===== src/rtl/nbus_rom_slave.sv =====
module nbus_rom_slave #(
  parameter int WORD_AW = 14,
  parameter int BYTE_AW = WORD_AW + 1
) (
  input  logic       clk,
  input  logic       rst_n,
  input  logic       cmd_valid,
  input  logic [1:0] cmd,
  input  logic [7:0] cmd_data,
  input  logic       test_mode,
  input  logic       test_rst_n,
  input  logic       test_stb_n,
  output logic [7:0] rd_data,
  output logic       rd_valid
);
  localparam int HI_W = BYTE_AW - 8;
  localparam logic [1:0] C_FETCH = 2'b00, C_LDPC = 2'b01, C_LDDA = 2'b10, C_RDDA = 2'b11;

  function automatic logic [7:0] rom_byte(input logic [BYTE_AW-1:0] a);
    logic [WORD_AW-1:0] w;
    w = a[BYTE_AW-1:1];
    return a[0] ? (w[WORD_AW-1 -: 8] ^ 8'h5A) : (w[7:0] + 8'h3C);
  endfunction

  logic [BYTE_AW-1:0] pc, da;
  logic [7:0] pc_lo, da_lo;
  logic       pc_ph, da_ph, stb_q;

  wire acc      = cmd_valid && !test_mode && test_rst_n;
  wire stb_edge = test_mode && test_rst_n && stb_q && !test_stb_n;

  always_ff @(posedge clk or negedge rst_n) begin
    if (!rst_n) begin
      pc <= '0; da <= '0; pc_lo <= '0; da_lo <= '0;
      pc_ph <= 1'b0; da_ph <= 1'b0; stb_q <= 1'b1;
      rd_data <= '0; rd_valid <= 1'b0;
    end else begin
      stb_q    <= test_stb_n;
      rd_valid <= 1'b0;
      if (!test_rst_n) begin
        pc    <= '0;
        pc_ph <= 1'b0;
      end else if (stb_edge) begin
        rd_data  <= rom_byte(pc);
        rd_valid <= 1'b1;
        pc       <= pc + 1'b1;
      end else if (acc) begin
        case (cmd)
          C_FETCH: begin
            rd_data  <= rom_byte(pc);
            rd_valid <= 1'b1;
            pc       <= pc + 1'b1;
          end
          C_LDPC: begin
            if (!pc_ph) pc_lo <= cmd_data;
            else        pc    <= {cmd_data[HI_W-1:0], pc_lo};
            pc_ph <= !pc_ph;
          end
          C_LDDA: begin
            if (!da_ph) da_lo <= cmd_data;
            else        da    <= {cmd_data[HI_W-1:0], da_lo};
            da_ph <= !da_ph;
          end
          default: begin
            rd_data  <= rom_byte(da);
            rd_valid <= 1'b1;
          end
        endcase
      end
    end
  end


  fetch_steps_chk: assert property (@(posedge clk) disable iff (!rst_n)
    (acc && cmd == C_FETCH) |=> (pc == $past(pc) + 1'b1) && rd_valid);

  data_ptr_hold_chk: assert property (@(posedge clk) disable iff (!rst_n)
    (acc && cmd == C_RDDA) |=> $stable(da) && $stable(pc));

  half_load_hold_chk: assert property (@(posedge clk) disable iff (!rst_n)
    (acc && cmd == C_LDPC && !pc_ph) |=> $stable(pc));

  mem_reset_prio_chk: assert property (@(posedge clk) disable iff (!rst_n)
    !test_rst_n |=> (pc == '0) && !rd_valid);

  strobe_once_chk: assert property (@(posedge clk) disable iff (!rst_n)
    (test_mode && !test_stb_n && !stb_q) |=> !rd_valid);
endmodule


===== config.mk =====
export PLATFORM = sky130hd
export DESIGN_NAME = nbus_rom_slave
export DESIGN_NICKNAME = d
export VERILOG_FILES = /design/src/rtl/nbus_rom_slave.sv
export SDC_FILE = /design/constraint.sdc
export NUM_CORES = 1
export LEC_CHECK = 0
export CAP_MARGIN = 10
export CORE_MARGIN = 2
export CORE_UTILIZATION = 58
export DETAILED_ROUTE_END_ITERATION = 7
export HOLD_SLACK_MARGIN = 0.03
export PLACE_DENSITY = 0.86
export SYNTH_ARGS = -nofsm -noshare
export SYNTH_HDL_FRONTEND = slang
export SYNTH_SLANG_ARGS = --single-unit

===== constraint.sdc =====
create_clock -name clk -period 2.3 [get_ports clk]
set_input_delay 0.46 -clock clk [delete_from_list [all_inputs] [get_ports clk]]
set_output_delay 0.46 -clock clk [all_outputs]
set_load 0.02 [all_outputs]

# Word level (Yosys, flattened, before mapping)
# Index checks and enable logic that the tools add are counted.
dict set report classes {
  addsub 3
  eq_ne 9
  mux 18
  n_bitwise 5
  reduce_logical 19
}
# cell count
set op_table {}
lappend op_table {{$mux 15} 4}
lappend op_table {{$mux 8} 4}
lappend op_table {{$pmux 15 s2} 1}
lappend op_table {{$add 8x6->8 const B} 2}
lappend op_table {{$pmux 8 s2} 1}
lappend op_table {{$add 15x1->15 const B} 1}
lappend op_table {{$reduce_and 5->1} 3}
lappend op_table {{$reduce_and 3->1} 3}
lappend op_table {{$mux 1} 8}
lappend op_table {{$not 4->4} 2}
lappend op_table {{$ne 2x1->1 const B} 3}
lappend op_table {{$logic_and 1x1->1} 5}
lappend op_table {{$logic_not 1->1} 4}
lappend op_table {{$ne 4x1->1 const B} 1}
lappend op_table {{$ne 4x4->1 const B} 1}
lappend op_table {{$reduce_and 4->1} 1}
lappend op_table {{$ne 3x1->1 const B} 1}
lappend op_table {{$not 1->1} 3}
lappend op_table {{$eq 2x1->1 const B} 1}
lappend op_table {{$eq 2x2->1 const B} 1}
lappend op_table {{$logic_not 2->1} 1}
lappend op_table {{$ne 2x2->1 const B} 1}
lappend op_table {{$reduce_bool 2->1} 1}
lappend op_table {{$reduce_or 2->1} 1}
dict set report totals {
  reg_bits 58
  in_bits 16
  output_inout_bits 9
  word_cells 63
}

# Longest topological paths before layout
dict set report logic_depth {
  depth_word 6
  depth_mapped 7
  depth_no_buf 6
}

# Worst setup path after synthesis
# OpenSTA, ideal clock, no wires.
dict set report synth_timing {
  path_kind {input-to-reg}
  from {input port cmd[1]}
  to {register pc_lo[0]}
  setup_time_ps 125
  arrival_ps 1726
  required_ps 2175
  setup_slack_ps 450
  path_stages 6
  n_path_buf 1
  cell_sequence {inv_1 > ha_1 > clkbuf_1 > nand2_1 > nor3_4 > mux2_2}
}
dict set report synth_via {
  elab_chain_cells 2
}
# item line_no
set synth_rtl {}
lappend synth_rtl {{start, declared} 8} ;# input logic [1:0] cmd,
lappend synth_rtl {{$eq 2x1->1} 48} ;# case (cmd)
lappend synth_rtl {{$reduce_and 5->1 (no source line)} n/a}
lappend synth_rtl {{end signal, assigned} 55} ;# if (!pc_ph) pc_lo <= cmd_data;
lappend synth_rtl {{end, declared} 26} ;# logic [7:0] pc_lo, da_lo;
# Every way passes these cells.
# A chain may end at the register's enable or synchronous reset.

# Final worst setup path
dict set report layout_timing {
  from {input port cmd[1]}
  to {register pc[0]}
}
dict set report layout_via {
  elab_chain_cells 5
  word_cells_on_any_way 9
  classes_between {3 x eq/ne; 4 x mux; 2 x reduce/logical}
}
# item line_no
set layout_rtl {}
lappend layout_rtl {{$eq 2x1->1 or $logic_not 2->1 (tied branches)} 48}
lappend layout_rtl {{$pmux 15 s2} 48}
lappend layout_rtl {{$mux 15} 47} ;# end else if (acc) begin
lappend layout_rtl {{$mux 15} 43} ;# end else if (stb_edge) begin
lappend layout_rtl {{$mux 15} 40} ;# if (!test_rst_n) begin
lappend layout_rtl {{end signal, assigned} 46} ;# pc <= pc + 1'b1;
lappend layout_rtl {{end signal, assigned} 52} ;# pc <= pc + 1'b1;
lappend layout_rtl {{end signal, assigned} 56} ;# else pc <= {cmd_data[HI_W-1:0], pc_lo};
lappend layout_rtl {{end, declared} 25} ;# logic [BYTE_AW-1:0] pc, da;
# Parallel ways exist; a longest one is shown, timed or not. The select of a mux whose other input is x is not followed.

==> metrics.md <==
| Metric | Value |
|---|---|
| PwrDens | 836 mW/mm^2 |
| Worst-margin pin slew | 0.612 ns |
| Normalized max-slew margin | 0.592 |
| First-pass GRT wire length | 13,300 um |
| Max rail drop VDD | 0.735 mV |
| Post-layout instance area | 0.00374 sq mm |
| Die area | 0.00607 sq mm |
| Gr ovfl total | 0 |
| Post-route insts no fill | 413 |
| Worst hold-check path type | in -> async |
| Max cap viols | 0 |
| CTS tree | done |
| Worst Path Required | 2.56 ns |
| Maximum clock rate | 0.526 GHz |
| Fin util | 0.718 |
| CP Cell Sequence | clkdlybuf4s50_1 -> inv_1 -> ha_1 -> mux2i_1 -> o21a_1 -> or3_1 -> a31oi_1 |
| Reg2reg setup slack | 0.54 ns |
| Slowest stage delay, CP | 0.49 ns |
| Status | finished, final reports clean |
| Final max-slew violation count | 0 |
| Synth cell types | 49 |
| Initial detailed-routing violation count | 230 |
| Seq/Total Area, Yosys | 0.458 |
| Top FF cell, synth | dfrtp_1 |
| Final Hold Viols | 0 |
| Register area | 0.00145 sq mm |
| Gr usage total | 0.292 |
| Net Count, Synth | 332 |
| Async set-reset flop share out of synthesis | 1.00 |
| Area grow syn2layout | 17.9% |
| Final Setup Violations | 0 |
| Final TNS setup | 0 ns |
| Avg Vias per Cell | 6.29 |
| Syn avg cell area | 10.3 sq um |
| # diodes | 0 |
| Synth Register Bits | 58 |
| CP startpoint kind | input port |
| Mean routed wirelength per cell | 19.4 um |
| Fillers | 386 |
| Final ANT Viol Nets | 0 |
| Routed WL | 8010 um |
| Post-Syn Area | 0.00317 sq mm |
| Crit path capture type | flip-flop |
| H-tree levels | 3 |
| Clock sink total | 58 |
| Min Tclk post-route | 1.90 ns |
| Placed insts | 398 |
| Placer Congestion | 0.889 |
| Mapped Cells | 309 |
| Vias in the first global route | 2,579 |
| Hpwl dp | 5670 um |
| Commonest non-fill, non-tap cell in the layout | dfrtp_1 |
| Setup Buffers After CTS | 0 |
| Multi-input logic area | 0.00159 sq mm |
| Post-cts resize count | 0 |
| Clk_skew | 0.00675 ns |
| Area after DPL | 0.00355 sq mm |
| Die height | 77.9 um |
| Design Power | 3.12 mW |
| CP arrival | 2.16 ns |
| CTS buffer count | 9 |
| Leakage | 1.59 nW |
| # hold bufs at CTS | 0 |
| CTS max path bufs | 2 |
| Clk Latency, worst-skew pair | 0.34 ns |
| # DRC | 0 |
| DR vias | 2,596 |
| Port bufs | 24 |
| Initial antenna violation count | 0 |
| Largest net degree at the start of global routing | 33 |
| Row cnt | 26 |
| Initial Util | 0.609 |
| Number of synthesized flops with an enable pin | 0 |
| Fin nets | 362 |
| TritonRoute pass-1 iters | 5 |
| Most frequent cells in the layout | 57 x dfrtp_1, 33 x mux2_2, 31 x nand2_1 |
| Critical-path top delay cell | clkdlybuf4s50_1 |
| Ys Warns | 0 |
| Crit path max fanout | 5 |
| WS Path Type | in -> reg |
| Die width | 77.9 um |
| RSZ-0062 raised after global routing | false |
| Clock Root Buffer | clkbuf_8 |
| Clock transition at path regs | 0.07 ns |
| Ratio of cells with drive above 1 in the final layout | 0.195 |
| Tcrit/Tclk final | 0.827 |
| I/O Pins | 25 |
| Core Box Area | 0.00520 sq mm |
## flip-flops by register name, indices dropped and copies added (netlist names)
name	flops
da_lo	8
rd_data	8
stb_q	1
rd_valid	1
da_ph	1
pc_lo	8
pc_ph	1
pc	15
da	15
## worst paths after layout
check                                start    endpoint  depth (start not counted)
worst max-delay path                cmd[1]       pc[0]                          7
worst min-delay path                 rst_n       da[0]                          1
worst max register to register       pc[1]      pc[14]                          5
worst min register to register  rd_data[4]  rd_data[4]                          2
max in group asynchronous            rst_n       stb_q                          2
min in group clk                rd_data[4]  rd_data[4]                          2
## cells by family after synthesis
logic type | after synthesis | share of synthesized area
compound gates | 72 | 0.147
fa+ha+maj | 7 | 0.0276
xor+xnor | 10 | 0.0276
buf+inv | 30 | 0.0403
mux | 42 | 0.146
simple gates | 90 | 0.154
flops | 58 | 0.458
## power by group
part,leakage (nW),internal (mW),switching (mW)
clock,0.0962,0.521,0.401
combinational,0.736,0.413,0.356
sequential,0.753,1.25,0.183
## area by class of cell
class | instances | share of cell area
multi-input combinational | 221 | 0.425
inverter | 10 | 0.0100
sequential | 58 | 0.389
clock buffer | 12 | 0.0388
clock inverter | 3 | 0.0107
timing repair buffer | 39 | 0.103
tap | 70 | 0.0234
## per-layer routing
metal	track usage	vias to the layer above	wire length (um)
li1	-	1183	-
met4	0.126	0	197
met1	0.404	1261	3470
met2	0.446	129	3810
met3	0.0640	23	538
met5	0	-	0
## per-stage QoR
stage,hold WS (ns),worst slack (ns)
CTS,0.138,0.405
global placement,0.463,0.115
floorplan,0.164,0.450
finish,0.124,0.399
global route,0.168,0.236
detailed placement,0.481,0.0851
## worst max-delay path: cells and delay by family
kind                     cells  cell delay, ns
AND/OR/NAND/NOR              1            0.37
multiplexers                 1            0.16
AO/OA/AOI/OAI                2            0.40
adder cells (fa/ha/maj)      1            0.23
buffers and inverters        2            0.55
## cell usage after synthesis (5+ instances only)
cell type,n,area share
nand2b_1,7,0.014
mux2_2,33,0.12
a21oi_1,17,0.027
o22ai_1,8,0.016
ha_1,7,0.028
buf_2,6,0.0095
o21ai_0,14,0.022
nand4_1,6,0.012
clkbuf_1,10,0.012
dfrtp_1,57,0.45
inv_1,9,0.011
xor2_1,7,0.019
mux2i_1,9,0.028
nand3_1,14,0.022
and2_1,5,0.0099
nor2_1,5,0.0059
nand2_1,31,0.037
o31a_1,8,0.022
No activity file was read; power rests on OpenSTA's default activity.
